==> config.mk <==
export PLATFORM = sky130hd
export DESIGN_NAME = div_ext
export DESIGN_NICKNAME = d
export VERILOG_FILES = /design/src/rtl/div_ext_pkg.sv /design/src/rtl/div_ext_pre.sv /design/src/rtl/div_ext_step.sv /design/src/rtl/div_ext_post.sv /design/src/rtl/div_ext.sv
export SDC_FILE = /design/constraint.sdc
export NUM_CORES = 1
export LEC_CHECK = 0
export BUFFER_PORTS_ARGS = -buffer_cell sky130_fd_sc_hd__clkbuf_2
export CAP_MARGIN = 0
export CORE_MARGIN = 2
export CORE_UTILIZATION = 45
export DETAILED_ROUTE_END_ITERATION = 16
export GPL_ROUTABILITY_DRIVEN = 0
export GPL_TIMING_DRIVEN = 0
export SLEW_MARGIN = 20
export SYNTH_ARGS = -nofsm -noshare
export SYNTH_HDL_FRONTEND = slang
export SYNTH_HIERARCHICAL = 1
export SYNTH_SLANG_ARGS = --single-unit
export TNS_END_PERCENT = 50
==> constraint.sdc <==
create_clock -name clk -period 8.4 [get_ports clk]
set_clock_uncertainty 0.1 [all_clocks]
set_input_delay 0.84 -clock clk [delete_from_list [all_inputs] [get_ports clk]]
set_output_delay 0.84 -clock clk [all_outputs]
set_load 0.01 [all_outputs]
==> src/rtl/div_ext_pkg.sv <==
package div_ext_pkg;

  typedef enum logic {
    ST_IDLE = 1'b0,
    ST_RUN  = 1'b1
  } div_state_e;

endpackage

==> src/rtl/div_ext_pre.sv <==
// Operand conditioning: strips signs from the 2W-bit dividend and the divisor
// and predicts quotient overflow before any iteration.
module div_ext_pre #(
  parameter int W = 64
) (
  input  logic         is_signed,
  input  logic [W-1:0] a_hi,
  input  logic [W-1:0] b,
  output logic [W-1:0] hi_mag,
  output logic [W-1:0] lo_mag,
  output logic [W-1:0] b_mag,
  output logic         a_neg,
  output logic         b_neg,
  output logic         pre_ovf
);

  localparam logic [W-1:0] LO_HALF = '0;

  logic         lo_carry;
  logic [W-1:0] lo_negated;
  logic [W-1:0] hi_negated;

  assign a_neg = is_signed & a_hi[W-1];
  assign b_neg = is_signed & b[W-1];

  // Two's-complement of {a_hi, LO_HALF}: the low half is inverted and
  // incremented, and its carry out feeds the inverted high half.
  assign {lo_carry, lo_negated} = {1'b0, ~LO_HALF} + {{W{1'b0}}, 1'b1};
  assign hi_negated = ~a_hi + {{(W-1){1'b0}}, lo_carry};

  assign hi_mag = a_neg ? hi_negated : a_hi;
  assign lo_mag = a_neg ? lo_negated : LO_HALF;
  assign b_mag  = b_neg ? (~b + 1'b1) : b;

  // A zero divisor, or a high half not below the divisor, gives a quotient
  // magnitude of 2^W or more.
  assign pre_ovf = (b == '0) | (hi_mag >= b_mag);

endmodule

==> src/rtl/div_ext_step.sv <==
// One restoring shift-subtract step on the {hi, lo} partial remainder pair.
module div_ext_step #(
  parameter int W = 64
) (
  input  logic [W-1:0] hi,
  input  logic [W-1:0] lo,
  input  logic [W-1:0] dvs,
  output logic [W-1:0] hi_next,
  output logic [W-1:0] lo_next
);

  logic         msb_out;
  logic [W-1:0] shifted;
  logic         take;

  assign msb_out = hi[W-1];
  assign shifted = {hi[W-2:0], lo[W-1]};
  assign take    = msb_out | (shifted >= dvs);
  assign hi_next = take ? (shifted - dvs) : shifted;
  assign lo_next = {lo[W-2:0], take};

endmodule

==> src/rtl/div_ext_post.sv <==
// Restores result signs, applies the late signed overflow test and zeroes
// the result on overflow.
module div_ext_post #(
  parameter int W = 64
) (
  input  logic         is_signed,
  input  logic         a_neg,
  input  logic         b_neg,
  input  logic [W-1:0] q_mag,
  input  logic [W-1:0] r_mag,
  output logic [W-1:0] q_out,
  output logic [W-1:0] r_out,
  output logic         ovf
);

  logic         q_neg_exp;
  logic [W-1:0] q_signed;
  logic [W-1:0] r_signed;

  assign q_neg_exp = a_neg ^ b_neg;
  assign q_signed  = q_neg_exp ? (~q_mag + 1'b1) : q_mag;
  assign r_signed  = a_neg ? (~r_mag + 1'b1) : r_mag;

  // A nonzero quotient whose sign bit disagrees with the expected sign did
  // not fit the signed range.
  assign ovf   = is_signed & (q_signed != '0) & (q_signed[W-1] != q_neg_exp);
  assign q_out = ovf ? '0 : q_signed;
  assign r_out = ovf ? '0 : r_signed;

endmodule

==> src/rtl/div_ext.sv <==
module div_ext
  import div_ext_pkg::*;
#(
  parameter int W = 64
) (
  input  logic         clk,
  input  logic         rst_n,
  input  logic         start_valid,
  output logic         start_ready,
  input  logic         is_signed,
  input  logic [W-1:0] op_a,
  input  logic [W-1:0] op_b,
  output logic         busy,
  output logic         done,
  output logic [W-1:0] quotient,
  output logic [W-1:0] remainder,
  output logic         overflow
);

  localparam int            CW   = $clog2(W);
  localparam logic [CW-1:0] LAST = CW'(W - 1);

  div_state_e   state_q;
  logic [CW-1:0] cnt_q;
  logic [W-1:0] hi_q, lo_q, dvs_q;
  logic         sgn_q, aneg_q, bneg_q;
  logic [W-1:0] quo_q, rem_q;
  logic         ovf_q, done_q;

  logic [W-1:0] pre_hi, pre_lo, pre_b;
  logic         pre_an, pre_bn, pre_ovf;
  logic [W-1:0] stp_hi, stp_lo;
  logic [W-1:0] fin_q, fin_r;
  logic         fin_ovf;
  logic         accept;

  assign busy        = (state_q == ST_RUN);
  assign start_ready = ~busy;
  assign accept      = start_valid & start_ready;

  div_ext_pre #(.W(W)) u_pre (
    .is_signed (is_signed),
    .a_hi      (op_a),
    .b         (op_b),
    .hi_mag    (pre_hi),
    .lo_mag    (pre_lo),
    .b_mag     (pre_b),
    .a_neg     (pre_an),
    .b_neg     (pre_bn),
    .pre_ovf   (pre_ovf)
  );

  div_ext_step #(.W(W)) u_step (
    .hi      (hi_q),
    .lo      (lo_q),
    .dvs     (dvs_q),
    .hi_next (stp_hi),
    .lo_next (stp_lo)
  );

  div_ext_post #(.W(W)) u_post (
    .is_signed (sgn_q),
    .a_neg     (aneg_q),
    .b_neg     (bneg_q),
    .q_mag     (stp_lo),
    .r_mag     (stp_hi),
    .q_out     (fin_q),
    .r_out     (fin_r),
    .ovf       (fin_ovf)
  );

  always_ff @(posedge clk or negedge rst_n) begin
    if (!rst_n) begin
      state_q <= ST_IDLE;
      cnt_q   <= '0;
      hi_q    <= '0;
      lo_q    <= '0;
      dvs_q   <= '0;
      sgn_q   <= 1'b0;
      aneg_q  <= 1'b0;
      bneg_q  <= 1'b0;
      quo_q   <= '0;
      rem_q   <= '0;
      ovf_q   <= 1'b0;
      done_q  <= 1'b0;
    end else begin
      done_q <= 1'b0;
      case (state_q)
        ST_IDLE: begin
          if (accept) begin
            if (pre_ovf) begin
              quo_q  <= '0;
              rem_q  <= '0;
              ovf_q  <= 1'b1;
              done_q <= 1'b1;
            end else begin
              state_q <= ST_RUN;
              cnt_q   <= '0;
              hi_q    <= pre_hi;
              lo_q    <= pre_lo;
              dvs_q   <= pre_b;
              sgn_q   <= is_signed;
              aneg_q  <= pre_an;
              bneg_q  <= pre_bn;
            end
          end
        end
        ST_RUN: begin
          hi_q  <= stp_hi;
          lo_q  <= stp_lo;
          cnt_q <= cnt_q + 1'b1;
          if (cnt_q == LAST) begin
            state_q <= ST_IDLE;
            quo_q   <= fin_q;
            rem_q   <= fin_r;
            ovf_q   <= fin_ovf;
            done_q  <= 1'b1;
          end
        end
        default: state_q <= ST_IDLE;
      endcase
    end
  end

  assign done      = done_q;
  assign quotient  = quo_q;
  assign remainder = rem_q;
  assign overflow  = ovf_q;

endmodule

== Word-level counts from Yosys, hierarchy flattened ==
Index checks and enable logic that the tools add are counted.
Cells by class
  $add $sub $neg: 6
  $lt $le $gt $ge: 2
  eq/ne operators: 6
  muxes and demuxes: 34
  bitwise gates (word level): 14
  reductions and logical operators: 5
Operators by type and width (number)
  2-to-1 mux 64 bit: 15
  one-hot mux 64 bit (2 select lines): 4
  adder 64 x 1 -> 64 bit (second input constant): 4
  NOT 64 bit: 4
  greater-or-equal comparator 64 bit: 2
  logical NOT 64 bit: 1
  nonzero test 64 bit: 1
  subtractor 64 bit: 1
  2-to-1 mux 6 bit: 2
  one-hot mux 6 bit (2 select lines): 1
  2-to-1 mux 1 bit: 9
  adder 6 x 1 -> 6 bit (second input constant): 1
  == test 6 bit (second input constant): 1
  != test 2 x 1 -> 1 bit (second input constant): 3
  one-hot mux 1 bit (2 select lines): 3
  AND reduction 3 bit: 2
  bitwise AND 1 bit: 5
  != test 2 bit (second input constant): 1
  NOT 1 bit: 2
  bitwise OR 1 bit: 2
  AND reduction 2 bit: 1
  != test 1 bit: 1
  XOR 1 bit: 1
Storage, ports and cells
  bits in registers: 332
  input bits: 132
  output and inout port bits: 132
  word-level logic and storage cells: 79

== Depth between registers and ports, before layout ==
  depth after elaboration: 11
  gate-level depth with buffers: 31
  gate-level depth less buffers: 25

== Hierarchy ==
Netlist, hierarchy kept.
Modules (own cells, without submodules)
  div_ext: times used 1, cells an instance 1146, area an instance 14964.4 µm², sequential area each 8308.0 µm²
  div_ext_step: times used 1, cells an instance 905, area an instance 5596.6 µm², sequential area each 0.0 µm²
  div_ext_pre: times used 1, cells an instance 757, area an instance 5157.4 µm², sequential area each 0.0 µm²
  div_ext_post: times used 1, cells an instance 717, area an instance 4459.3 µm², sequential area each 0.0 µm²

== Worst setup path before layout ==
OpenSTA, ideal clock, no wires.
  path kind: register to register
  start point: register hi_q[22]
  end point: register ovf_q, in the netlist overflow
  setup time: 129 ps
  arrival: 6471 ps
  data required time: 8171 ps
  slack: 1700 ps
  cell stages (with the launch flop): 28
  buffers on the path: 6
  clock period less this slack: 6700 ps
  cells stage by stage: dfrtp_1 > ha_1 > buf_2 > a21oi_1 > o21ai_1 > or3_1 > o22a_1 > a21boi_1 > o211ai_2 > nand2_1 > buf_6 > inv_2 > buf_2 > buf_4 > inv_1 > ha_1 > nor3b_1 > nand3_2 > nor4_4 > a21oi_2 > xor2_1 > or4_1 > or4_1 > or4_1 > clkbuf_1 > buf_6 > and2_1 > o41a_1
Between the ends
  cells in the longest elaborated chain, start to end: 10
  elaborated cells between the ends (all ways): 11
  classes of those cells: add/sub: 1; order compare: 1; eq/ne: 1; mux: 3; bitwise: 4; reduce/logical: 1
RTL lines
  start, declared: RTL line div_ext.sv:25  | logic [W-1:0] hi_q, lo_q, dvs_q;
  start signal, assigned: RTL line div_ext.sv:99  | hi_q <= pre_hi;
  start signal, assigned: RTL line div_ext.sv:109  | hi_q <= stp_hi;
  greater-or-equal comparator 64 bit *: RTL line div_ext_step.sv:18  | assign take = msb_out | (shifted >= dvs);
  bitwise OR 1 bit *: RTL line div_ext_step.sv:18
  named net u_step.take: RTL line div_ext_step.sv:14  | logic take;
  NOT 64 bit: RTL line div_ext_post.sv:21  | assign q_signed = q_neg_exp ? (~q_mag + 1'b1) : q_mag;
  adder 64 x 1 -> 64 bit: RTL line div_ext_post.sv:21
  2-to-1 mux 64 bit *: RTL line div_ext_post.sv:21
  nonzero test 64 bit: RTL line div_ext_post.sv:26  | assign ovf = is_signed & (q_signed != '0) & (q_signed[W-1] != q_neg_exp);
  bitwise AND 1 bit: RTL line div_ext_post.sv:26
  bitwise AND 1 bit *: RTL line div_ext_post.sv:26
  named net fin_ovf: RTL line div_ext.sv:34  | logic fin_ovf;
  2-to-1 mux 1 bit *: RTL line div_ext.sv:112  | if (cnt_q == LAST) begin
  one-hot mux 1 bit (2 select lines) *: RTL line div_ext.sv:88  | case (state_q)
  end signal, assigned: RTL line div_ext.sv:116  | ovf_q <= fin_ovf;
  end, declared: RTL line div_ext.sv:28  | logic ovf_q, done_q;
The timed path passes the listed nets; every way through them passes the cells marked *. The select of a mux whose other input is x is not followed.
A chain may end at the register's enable or synchronous reset.

== Worst setup path after layout ==
  start point: register hi_q[22]
  end point: register rem_q[36], in the netlist remainder[36]
Between the ends
  cells in the longest elaborated chain, start to end: 11
  elaborated cells between the ends (all ways): 17
  classes of those cells: add/sub: 3; order compare: 1; eq/ne: 1; mux: 6; bitwise: 5; reduce/logical: 1
RTL lines
  greater-or-equal comparator 64 bit *: RTL line div_ext_step.sv:18
  bitwise OR 1 bit *: RTL line div_ext_step.sv:18
  named net u_step.take: RTL line div_ext_step.sv:14
  NOT 64 bit: RTL line div_ext_post.sv:21
  adder 64 x 1 -> 64 bit: RTL line div_ext_post.sv:21
  2-to-1 mux 64 bit: RTL line div_ext_post.sv:21
  nonzero test 64 bit: RTL line div_ext_post.sv:26
  bitwise AND 1 bit (2 in a row): RTL line div_ext_post.sv:26
  2-to-1 mux 64 bit *: RTL line div_ext_post.sv:28  | assign r_out = ovf ? '0 : r_signed;
  named net fin_r[36]: RTL line div_ext.sv:33  | logic [W-1:0] fin_q, fin_r;
  2-to-1 mux 64 bit *: RTL line div_ext.sv:112
  one-hot mux 64 bit (2 select lines) *: RTL line div_ext.sv:88
  end signal, assigned: RTL line div_ext.sv:115  | rem_q <= fin_r;
  end, declared: RTL line div_ext.sv:27  | logic [W-1:0] quo_q, rem_q;
Marked as above.

==> qor.json <==
{
  "post_dr_vias_cell": 5.65,
  "tightest_slew_ps": 1050,
  "cp.arrival_ps": 8360,
  "cts_repair_resize_count": 1,
  "rr_worst_depth": 29,
  "max-clock-path-buffers": 3,
  "final_setup_violation_count": 0,
  "clock_sinks": 332,
  "max_clock_freq_mhz": 126,
  "wl_per_cell_um": 20.4,
  "yosys.area.top_type_share_pct": 27.5,
  "crit_path_start_kind": "flip-flop",
  "ant_nets": 0,
  "cts_inserted_buffers": 39,
  "post_cts_buffers": 0,
  "xor_xnor_cell_area_share_of_the_yosys_netlist_pct": 9.64,
  "buffer_ports.inserted": 261,
  "min_period_over_period_pct": 94.9,
  "grt_first_pass_wirelength_um": 151000,
  "synth_seq_area_share_pct": 27.5,
  "synth.cell_area_um2": 30200,
  "r2r-end": "remainder[36]",
  "synth_cell_type_count": 90,
  "cts_root_buf": "clkbuf_16",
  "yosys_warnings": 6,
  "vias_in_the_first_global_route": 26100,
  "detailed_place_hpwl_um": 79400,
  "max_stage_delay_ps": 610,
  "grt_max_degree": 83,
  "required_ps": 8790,
  "final.min_clock_period_ps": 7970,
  "place_ws_ps": -396,
  "nNetsFinal": 4159,
  "num_rows": 94,
  "path_class": "reg2reg",
  "synth_seq_cells": 332,
  "register_to_register_path_setup_slack_ps": 430,
  "die_outline_area_um2": 69100,
  "starting_utilization_of_the_core_area_pct": 45.7,
  "tritoncts": "yes",
  "final_hold_vio_count": 0,
  "asyncSetResetFlopFracSynth_pct": 100,
  "synth_mux_area_share_pct": 16.6,
  "drv.max_cap_violation_count": 0,
  "min-delay-path-class": "in2async",
  "io_pins": 264,
  "core_area_um2": 66100,
  "syn_to_final_growth_pct": 13.5,
  "synthAdderAreaFrac_pct": 5.58,
  "synth_ff_type": "dfrtp_1",
  "worst_setup_hold_path_clk_slew_ps": 60,
  "drc": 0,
  "synth_enable_flop_cells": 0,
  "post_synth_inst_count": 3525,
  "wl_um": 97700,
  "synth_simple_gate_area_share_pct": 17.2,
  "yosysTopAreaCell": "dfrtp_1",
  "clkLatencyLatePin_ps": 580,
  "result_of_the_run": "finished clean",
  "path_max_fanout": 10,
  "r2r_start": "hi_q[22]",
  "synth_commonest_cells": "nand2_1 (436), dfrtp_1 (332), mux2_2 (286), nor2_1 (237), a21oi_1 (224)",
  "critPathSlowestCell": "or4_1",
  "grt_setup_unrepaired": "false",
  "combinational_family_with_the_most_area_after_synthesis": "simple AND/OR/NAND/NOR gates",
  "global_route.overflow_total": 0,
  "netlist_top_cells_area": "dfrtp_1 (28%), mux2_2 (11%), ha_1 (5.5%)",
  "timing_max_transition_violations_final": 0,
  "post-route-util_pct": 51.8,
  "post_cts_hold_buffer_count": 0,
  "synth_compound_area_share_pct": 14.4,
  "floorplan.die.width_um": 263,
  "cp-end-kind": "flip-flop",
  "layout-drive-gt1-share_pct": 23.4,
  "max-slew-margin-rel_pct": 29.5,
  "drt_first_iter_violations": 2381,
  "drt_pass1_iterations": 6,
  "initial_antenna_violation_count": 5,
  "gr-usage-all-layers_pct": 27.7,
  "vias": 27000,
  "syn_avg_cell_area_um2": 8.56,
  "cts_htree_levels": 2,
  "setup_ws_ps": 432,
  "synthMostInstantiatedCell": "nand2_1",
  "fp.dieH_um": 263
}
[layout make-up]
type | count | area (µm²)
fillers | 6374 | 31900
diodes | 2 | 5.00
flip-flops and latches | 332 | 8310
plain buffers | 333 | 2110
clock buffers | 49 | 1080
inverters | 161 | 604
multi-input cells | 2761 | 19400
repair buffers | 265 | 1430
clock inverters | 15 | 186
well taps | 864 | 1080
[sequential cells by signal (all words and copies together), names as in the netlist]
name       flops
dvs_q         64
hi_q          64
lo_q          64
quotient      64
remainder     64
cnt_q          6
aneg_q         1
bneg_q         1
busy           1
done           1
overflow       1
sgn_q          1
[cell families (layout without fill, tap and decap cells)]
group / after synthesis / after routing
DFF: 332 / 332
other: 1 / 66
xor gates and xnor gates: 332 / 332
AOI/OAI and AO/OA: 682 / 682
buffers and inverters: 495 / 823
muxes: 461 / 461
and+or+nand+nor: 1088 / 1088
adders and majority gates: 134 / 134
[cell usage in the layout, fill, tap and decap left out, types with 11 or more instances in the layout]
master     netlist  final
a211oi_1        15     15
a21o_1          46     46
a21oi_1        224    223
a21oi_2         14     15
a31oi_1         43     43
and3_1          11     11
buf_2           59     59
buf_4          143    143
buf_6           33     33
clkbuf_1        92     94
clkbuf_16        0     39
clkbuf_2         0    260
conb_1           1     64
dfrtp_1        332    332
ha_1           133    133
inv_1          158    158
mux2_1          41     41
mux2_2         286    286
mux2i_1        134    134
nand2_1        436    436
nand2b_1        12     12
nand3_1         39     39
nand4_1         59     59
nor2_1         237    237
nor2b_1         13     13
nor3_1          92     90
nor4_1          46     43
o211ai_1        11     11
o21a_1          13     13
o21ai_0        131    131
o21bai_1        18     18
o31ai_1         53     53
o41ai_1         25     25
or3_1           34     34
or4_1           30     30
xnor2_1        148    148
xor2_1         184    184
[per-layer routing]
layer | vias up | global-route usage (%) | share of wire [%] | wire, µm
met1 | 12700 | 36.7 | 44 | 43400
met5 | - | 0 | 0.013 | 13
met3 | 241 | 4.29 | 5.8 | 5710
met2 | 990 | 45.0 | 45 | 44500
met4 | 2 | 11.3 | 4.3 | 4200
li1 | 13100 | - | - | -
[critical path, delay by kind of cell (launching register included)]
kind	cells	cell delay, ps
and+or+nand+nor	9	3310
buffers and inverters	9	1560
AOI/OAI and AO/OA	7	1540
adders and majority gates	2	480
DFF	1	400
xor gates and xnor gates	1	300
muxes	1	180
[stage by stage]
stage / cell area [µm²] / hold WS, ps / setup TNS [ps] / std cells
finish: 34200 / 95.0 / 0 / 4782
global route: 34200 / 103 / 0 / 4781
global placement: 32800 / 368 / -404800 / 4713
floorplan: 30400 / 350 / 0 / 3588
CTS: 34200 / 81.3 / 0 / 4781
detailed placement: 32900 / 375 / -3360 / 4717
[how the worst max path moves through the flow]
stage                     cells after the start             to  startpoint
after floorplan                              27       overflow    hi_q[22]
after global placement                        1       lo_q[12]       rst_n
after detailed placement                     28  remainder[63]    hi_q[22]
after CTS                                    28  remainder[63]    hi_q[22]
after global routing                         28  remainder[31]    hi_q[22]
final                                        29  remainder[36]    hi_q[22]
Power is left out: the tool's default activity adds up to more than one toggle a clock period on the data nets, which glitch-free logic cannot reach.
